===== config.mk =====
export PLATFORM = sky130hd
export DESIGN_NAME = pbus_stretch
export DESIGN_NICKNAME = d
export VERILOG_FILES = /design/src/rtl/pbus_stretch.sv
export SDC_FILE = /design/constraint.sdc
export NUM_CORES = 1
export LEC_CHECK = 0
export BUFFER_PORTS_ARGS = -buffer_cell sky130_fd_sc_hd__buf_4
export CAP_MARGIN = 30
export CORE_MARGIN = 2
export CORE_UTILIZATION = 45
export CTS_CLUSTER_SIZE = 40
export DETAILED_ROUTE_END_ITERATION = 10
export PLACE_DENSITY = 0.8
export SETUP_SLACK_MARGIN = 0.15
export SKIP_CTS_REPAIR_TIMING = 1
export SYNTH_ARGS = -nofsm -noshare
export SYNTH_HDL_FRONTEND = slang
export SYNTH_SLANG_ARGS = --single-unit

===== constraint.sdc =====
create_clock -name clk -period 2.65 [get_ports clk]
set_input_delay 0.265 -clock clk [delete_from_list [all_inputs] [get_ports clk]]
set_output_delay 0.265 -clock clk [all_outputs]
set_load 0.02 [all_outputs]

===== src/rtl/pbus_stretch.sv =====
module pbus_stretch #(
  parameter int AW          = 5,
  parameter int DW          = 16,
  parameter int EXT_BITS    = 3,
  parameter int CYC_EXT_BIT = 7,
  parameter int RD_EXT_BIT  = 13
) (
  input  logic                clk,
  input  logic                rst_n,
  input  logic                ctl_we,
  input  logic [DW-1:0]       ctl_wdata,
  input  logic                req_valid,
  input  logic                req_user,
  input  logic                req_write,
  input  logic [AW-1:0]       req_addr,
  input  logic                req_wait,
  output logic                busy,
  output logic                bus_strobe,
  output logic                ext_sel,
  output logic [EXT_BITS-1:0] ext_addr,
  output logic                done,
  output logic                rd_capture
);
  localparam int TAG_W = AW - EXT_BITS;

  logic          cyc_ext_q, rd_ext_q;
  logic          busy_q, sym_q, long_q, user_q, write_q;
  logic [1:0]    step_q;
  logic [AW-1:0] addr_q;

  logic req_ext_hit, req_stretch, accept, hit_q;

  assign req_ext_hit = !req_user && (&req_addr[AW-1:EXT_BITS]);
  assign req_stretch = req_user ? cyc_ext_q : (req_ext_hit && !req_write && rd_ext_q);
  assign accept      = req_valid && !busy_q;

  always_ff @(posedge clk or negedge rst_n) begin
    if (!rst_n) begin
      cyc_ext_q <= 1'b0;
      rd_ext_q  <= 1'b0;
    end else if (ctl_we) begin
      cyc_ext_q <= ctl_wdata[CYC_EXT_BIT];
      rd_ext_q  <= ctl_wdata[RD_EXT_BIT];
    end
  end

  always_ff @(posedge clk or negedge rst_n) begin
    if (!rst_n) begin
      busy_q  <= 1'b0;
      step_q  <= 2'd0;
      sym_q   <= 1'b0;
      long_q  <= 1'b0;
      user_q  <= 1'b0;
      write_q <= 1'b0;
      addr_q  <= '0;
    end else if (accept) begin
      busy_q  <= 1'b1;
      step_q  <= 2'd0;
      sym_q   <= req_stretch;
      long_q  <= req_stretch || req_wait;
      user_q  <= req_user;
      write_q <= req_write;
      addr_q  <= req_addr;
    end else if (busy_q) begin
      if (done) busy_q <= 1'b0;
      else      step_q <= step_q + 2'd1;
    end
  end

  assign hit_q      = !user_q && (addr_q[AW-1:EXT_BITS] == {TAG_W{1'b1}});
  assign busy       = busy_q;
  assign bus_strobe = busy_q && (sym_q ? (step_q < 2'd2) : (step_q == 2'd0));
  assign done       = busy_q && (step_q == (long_q ? 2'd3 : 2'd1));
  assign rd_capture = done && !write_q;
  assign ext_sel    = busy_q && hit_q;
  assign ext_addr   = ext_sel ? addr_q[EXT_BITS-1:0] : '0;

  a_r9_done_ends_access: assert property (@(posedge clk) disable iff (!rst_n)
    done |=> !busy);

  a_r4_ext_high_two_steps: assert property (@(posedge clk) disable iff (!rst_n)
    $rose(bus_strobe) && sym_q |=> bus_strobe);

  a_r3_wait_low_three_steps: assert property (@(posedge clk) disable iff (!rst_n)
    busy && long_q && !sym_q && $fell(bus_strobe) |=> busy && !bus_strobe && !done);

  a_r10_idle_quiet: assert property (@(posedge clk) disable iff (!rst_n)
    !busy |-> !bus_strobe && !ext_sel && ext_addr == '0);

  a_r1_ext_addr_steady: assert property (@(posedge clk) disable iff (!rst_n)
    busy && $past(busy) && !$past(done) |-> $stable(ext_addr) && $stable(ext_sel));

  a_r2_strobe_starts_high: assert property (@(posedge clk) disable iff (!rst_n)
    $rose(busy) |-> bus_strobe);

  a_r7_bits_clear_after_reset: assert property (@(posedge clk) disable iff (!rst_n)
    $rose(rst_n) |-> !cyc_ext_q && !rd_ext_q);
endmodule


# Yosys cells after proc, flatten, opt, wreduce, memory -nomap -nowiden
# Index checks and enable logic that the tools add are counted.
word_totals:
  word_cells: 43
  out_inout_bits: 8
  regBits: 14
  in_bits: 28
op_classes:
  addsub: 1
  reduce_logical: 19
  n_mux: 10
  eq_ne: 3
  order_cmp: 1
op_table:
  columns: ["cell", "count"]
  rows:
  - ["$logic_and 1x1->1", 9]
  - ["$mux 2", 4]
  - ["$logic_not 1->1", 5]
  - ["$mux 1", 5]
  - ["$reduce_and 2->1", 2]
  - ["$mux 3", 1]
  - ["$add 2x1->2 const B", 1]
  - ["$eq 2x2->1", 1]
  - ["$eq 2x2->1 const B", 1]
  - ["$logic_not 2->1", 1]
  - ["$lt 2x2->1 const B", 1]
  - ["$ne 2x1->1 const B", 1]
  - ["$reduce_bool 2->1", 1]
  - ["$logic_or 1x1->1", 1]

# Longest topological paths before layout
logic_depth:
  word_depth: 6
  mapped_depth: 5
  depth_no_buf: 5

# Least setup slack after synthesis
# OpenSTA, ideal clock, no wires.
synth_timing:
  kind: "reg2out"
  startpoint: "register busy_q, in the netlist busy"
  endpoint: "output ext_addr[0]"
  path_buffers: 1
  arrival_ps: 1231
  path_slack_ps: 1154
  path_stages_with_launch: 4
  required_ps: 2385
  cell_sequence: "dfrtp_1 buf_6 and4b_1 and2_1"
synth_via:
  elab_chain_cells: 2
synth_lines:
  columns: ["item", "line", "source"]
  rows:
  - ["start: declaration", "27", "logic busy_q, sym_q, long_q, user_q, write_q;"]
  - ["start signal: assignment", "49", "busy_q <= 1'b0;"]
  - ["start signal: assignment", "57", "busy_q <= 1'b1;"]
  - ["start signal: assignment", "65", "if (done) busy_q <= 1'b0;"]
  - ["$logic_and 1x1->1", "75", "assign ext_sel = busy_q && hit_q;"]
  - ["via ext_sel", "19", "output logic ext_sel,"]
  - ["$mux 3", "76", "assign ext_addr = ext_sel ? addr_q[EXT_BITS-1:0] : '0;"]
  - ["end: declaration", "20", "output logic [EXT_BITS-1:0] ext_addr,"]
# The timed path passes the listed nets, and every way through them passes these cells.

# Worst setup path in the final report
layout_timing:
  startpoint: "register busy_q, in the netlist busy"
  endpoint: "output ext_addr[0]"
layout_via:
  elab_chain_cells: 2
layout_lines:
  columns: ["item", "line"]
  rows:
  - ["$logic_and 1x1->1", "75"]
  - ["$mux 3", "76"]
# No other way between the ends.

==> impl_metrics.env <==
export IMPL_worst_pin_slew_ps=346
export IMPL_synth_top_family_by_area="simple AND/OR/NAND/NOR gates"
export IMPL_grt_met2_usage=0.234
export IMPL_htreeDepth=1
export IMPL_power_uw=969
export IMPL_die_area_um2=1810
export IMPL_dp_slack_ps=1280
export IMPL_ir_drop_uv=541
export IMPL_row_count=13
export IMPL_synth_ff_latch_count=14
export IMPL_cpPeakStageDelay_ps=550
export IMPL_yosysTopAreaCellShare=0.524
export IMPL_drtAntennaViolNets=0
export IMPL_synthAdderAreaFrac=0.0187
export IMPL_crit_chain="and4b_1, and2_1, buf_4"
export IMPL_grt_pass1_vias=461
export IMPL_setup_ws_ps=981
export IMPL_synth_xor_area_frac=0.0131
export IMPL_arrival_ps=1400
export IMPL_path_delay_family="flip-flops"
export IMPL_fin_crit_ps=1670
export IMPL_num_vias=493
export IMPL_drt_iter0_drc=1
export IMPL_syn_to_final_growth_pct=30.0
export IMPL_fmaxAchievable_mhz=599
export IMPL_synth_area_um2=668
export IMPL_use_met3=0.0388
export IMPL_slew_viol_final=0
export IMPL_antenna_found_initial=0
export IMPL_relSlewSlack=0.769
export IMPL_busiest_layer="met2"
export IMPL_cap_violations=0
export IMPL_synth_flop_cell="dfrtp_1"
export IMPL_setup_viol=0
export IMPL_grt_use_met1=0.185
export IMPL_yosysWarnings=0
export IMPL_totalWireLength_um=1150
export IMPL_drive_gt1_frac=0.468
export IMPL_yosysUniqueCellTypes=20
export IMPL_hold_viol=0
export IMPL_synth_most_common_cell="dfrtp_1"
export IMPL_crit_path_start_kind="register"
export IMPL_synth_compound_area_frac=0.0768
export IMPL_cp_slowest_cell="dfrtp_1"
export IMPL_muxShareOfSynthArea=0.152
export IMPL_required_ps=2380
export IMPL_gp_congestion=0.796
export IMPL_wl_per_cell_um=12.2
export IMPL_chipWidth_um=42.5
export IMPL_critPathMaxFanout=10
export IMPL_ys_seq_area_frac=0.524
export IMPL_multiInputGateArea_um2=284
export IMPL_fill_cells=119
export IMPL_cellPowerDensity_nw_per_um2=1120
export IMPL_cts_made_buffers=3
export IMPL_port_buffer_count=21
export IMPL_n_antenna_cell=0
export IMPL_cts_sinks=14
export IMPL_rsz0062_at_grt="no"
export IMPL_fin_nets=109
export IMPL_grt_max_degree=15
export IMPL_avgSynthCellArea_um2=12.1
export IMPL_cp_end_kind="primary output"
export IMPL_crit_buf_inv=1
export IMPL_seqCellArea_um2=350
export IMPL_netlist_top_cells_count="14 x dfrtp_1, 9 x mux2_2, 5 x nor2_1"
export IMPL_root_buffer="clkbuf_4"
export IMPL_p_leak_nw=0.424
export IMPL_clk_latency_ps=270
export IMPL_skew_ps=1.90
export IMPL_worst_setup_path_type="reg2out"
export IMPL_grt_ovfl_total=0
export IMPL_status="completed"
export IMPL_synth_edf_count=0
export IMPL_vias_per_cell=5.24
export IMPL_post_synth_inst_count=55
export IMPL_period_share=0.630
export IMPL_drc=0
export IMPL_totalNegativeSetupSlack_ps=0
export IMPL_hold_path_class="in2reg"
export IMPL_syn_nets=84
export IMPL_core_area_um2=1350
export IMPL_grt_use_total=0.148
export IMPL_ios=36
export IMPL_clockBufferDepth=2
export IMPL_die_y_um=42.5
export IMPL_yosys_area_top_type="dfrtp_1"
export IMPL_holdWs_ps=221
export IMPL_grt_pass1_wl_um=1990
export IMPL_ys_async_sr_fraction=1.00
export IMPL_synth_simple_area_share=0.165
export IMPL_floorplan_initialDensity=0.495
export IMPL_utilization=0.643
export IMPL_synth_area_leaders="dfrtp_1 52%, mux2_2 15%, nor2b_4 4.1%"
export IMPL_cts_tree="yes"
export IMPL_clk_pin_slew_ps=80
export IMPL_firstDrtPassIters=2
==> through the flow <==
stage / cells / area, µm²
floorplan: 55 / 668
global placement: 89 / 822
detailed placement: 89 / 822
CTS: 93 / 858
global route: 94 / 868
finish: 94 / 868
==> sequential cells by signal (all words and copies together) (netlist names) <==
| name | count |
|---|---|
| addr_q | 5 |
| busy | 1 |
| cyc_ext_q | 1 |
| long_q | 1 |
| rd_ext_q | 1 |
| step_q | 2 |
| sym_q | 1 |
| user_q | 1 |
| write_q | 1 |
==> kinds of logic (layout without fill, tap and decap cells) <==
logic type | after synthesis | in the layout
muxes | 9 | 9
DFF | 14 | 14
buffers and inverters | 5 | 29
AOI/OAI and AO/OA | 7 | 7
xor gates and xnor gates | 1 | 1
and+or+nand+nor | 18 | 18
adders and majority gates | 1 | 1
==> placed cells by master (no fill, tap or decap) <==
master,Yosys,final
buf_4,0,21
dfrtp_1,14,14
mux2_2,9,9
nor2_1,5,5
and2_1,3,3
inv_1,3,3
nand2_1,3,3
clkbuf_4,0,3
nor2b_4,2,2
a31oi_1,2,2
nand3_1,2,2
and4b_1,1,1
o211a_1,1,1
xnor2_1,1,1
and3_2,1,1
a21o_1,1,1
o211ai_1,1,1
a21oi_1,1,1
nand4_1,1,1
a41oi_1,1,1
ha_1,1,1
clkbuf_8,0,1
dlygate4sd3_1,0,1
==> layout make-up <==
type,count,share of cell area
Clock buffer,4,0.0418
Inverter,3,0.0130
Multi-Input combinational cell,36,0.327
Sequential cell,14,0.403
Tap cell,15,0.0216
Timing Repair Buffer,22,0.193
==> routing by layer <==
| metal | vias up | wire length (µm) | share of wire |
|---|---|---|---|
| met3 | 2 | 51 | 0.045 |
| met4 | 0 | 15 | 0.013 |
| met1 | 241 | 489 | 0.43 |
| met2 | 11 | 589 | 0.51 |
| met5 | - | 0 | 0 |
| li1 | 239 | - | - |
==> final timing paths <==
kind	slack (ps)	from	end	depth (start not counted)
max in group asynchronous	2120	rst_n	rd_ext_q	2
hold reg to reg	500	addr_q[3]	addr_q[3]	1
setup reg to reg	1340	busy	addr_q[2]	2
min in group asynchronous	360	rst_n	step_q[1]	2
setup / recovery	980	busy	ext_addr[0]	3
hold / removal	220	ctl_wdata[7]	cyc_ext_q	2
==> power by group <==
| group | switching, mW | leakage [nW] | internal, mW |
|---|---|---|---|
| sequential | 0.0869 | 0.162 | 0.312 |
| combinational | 0.189 | 0.241 | 0.232 |
| clock | 0.0665 | 0.0210 | 0.0834 |
(Power assumes the default switching activity.)
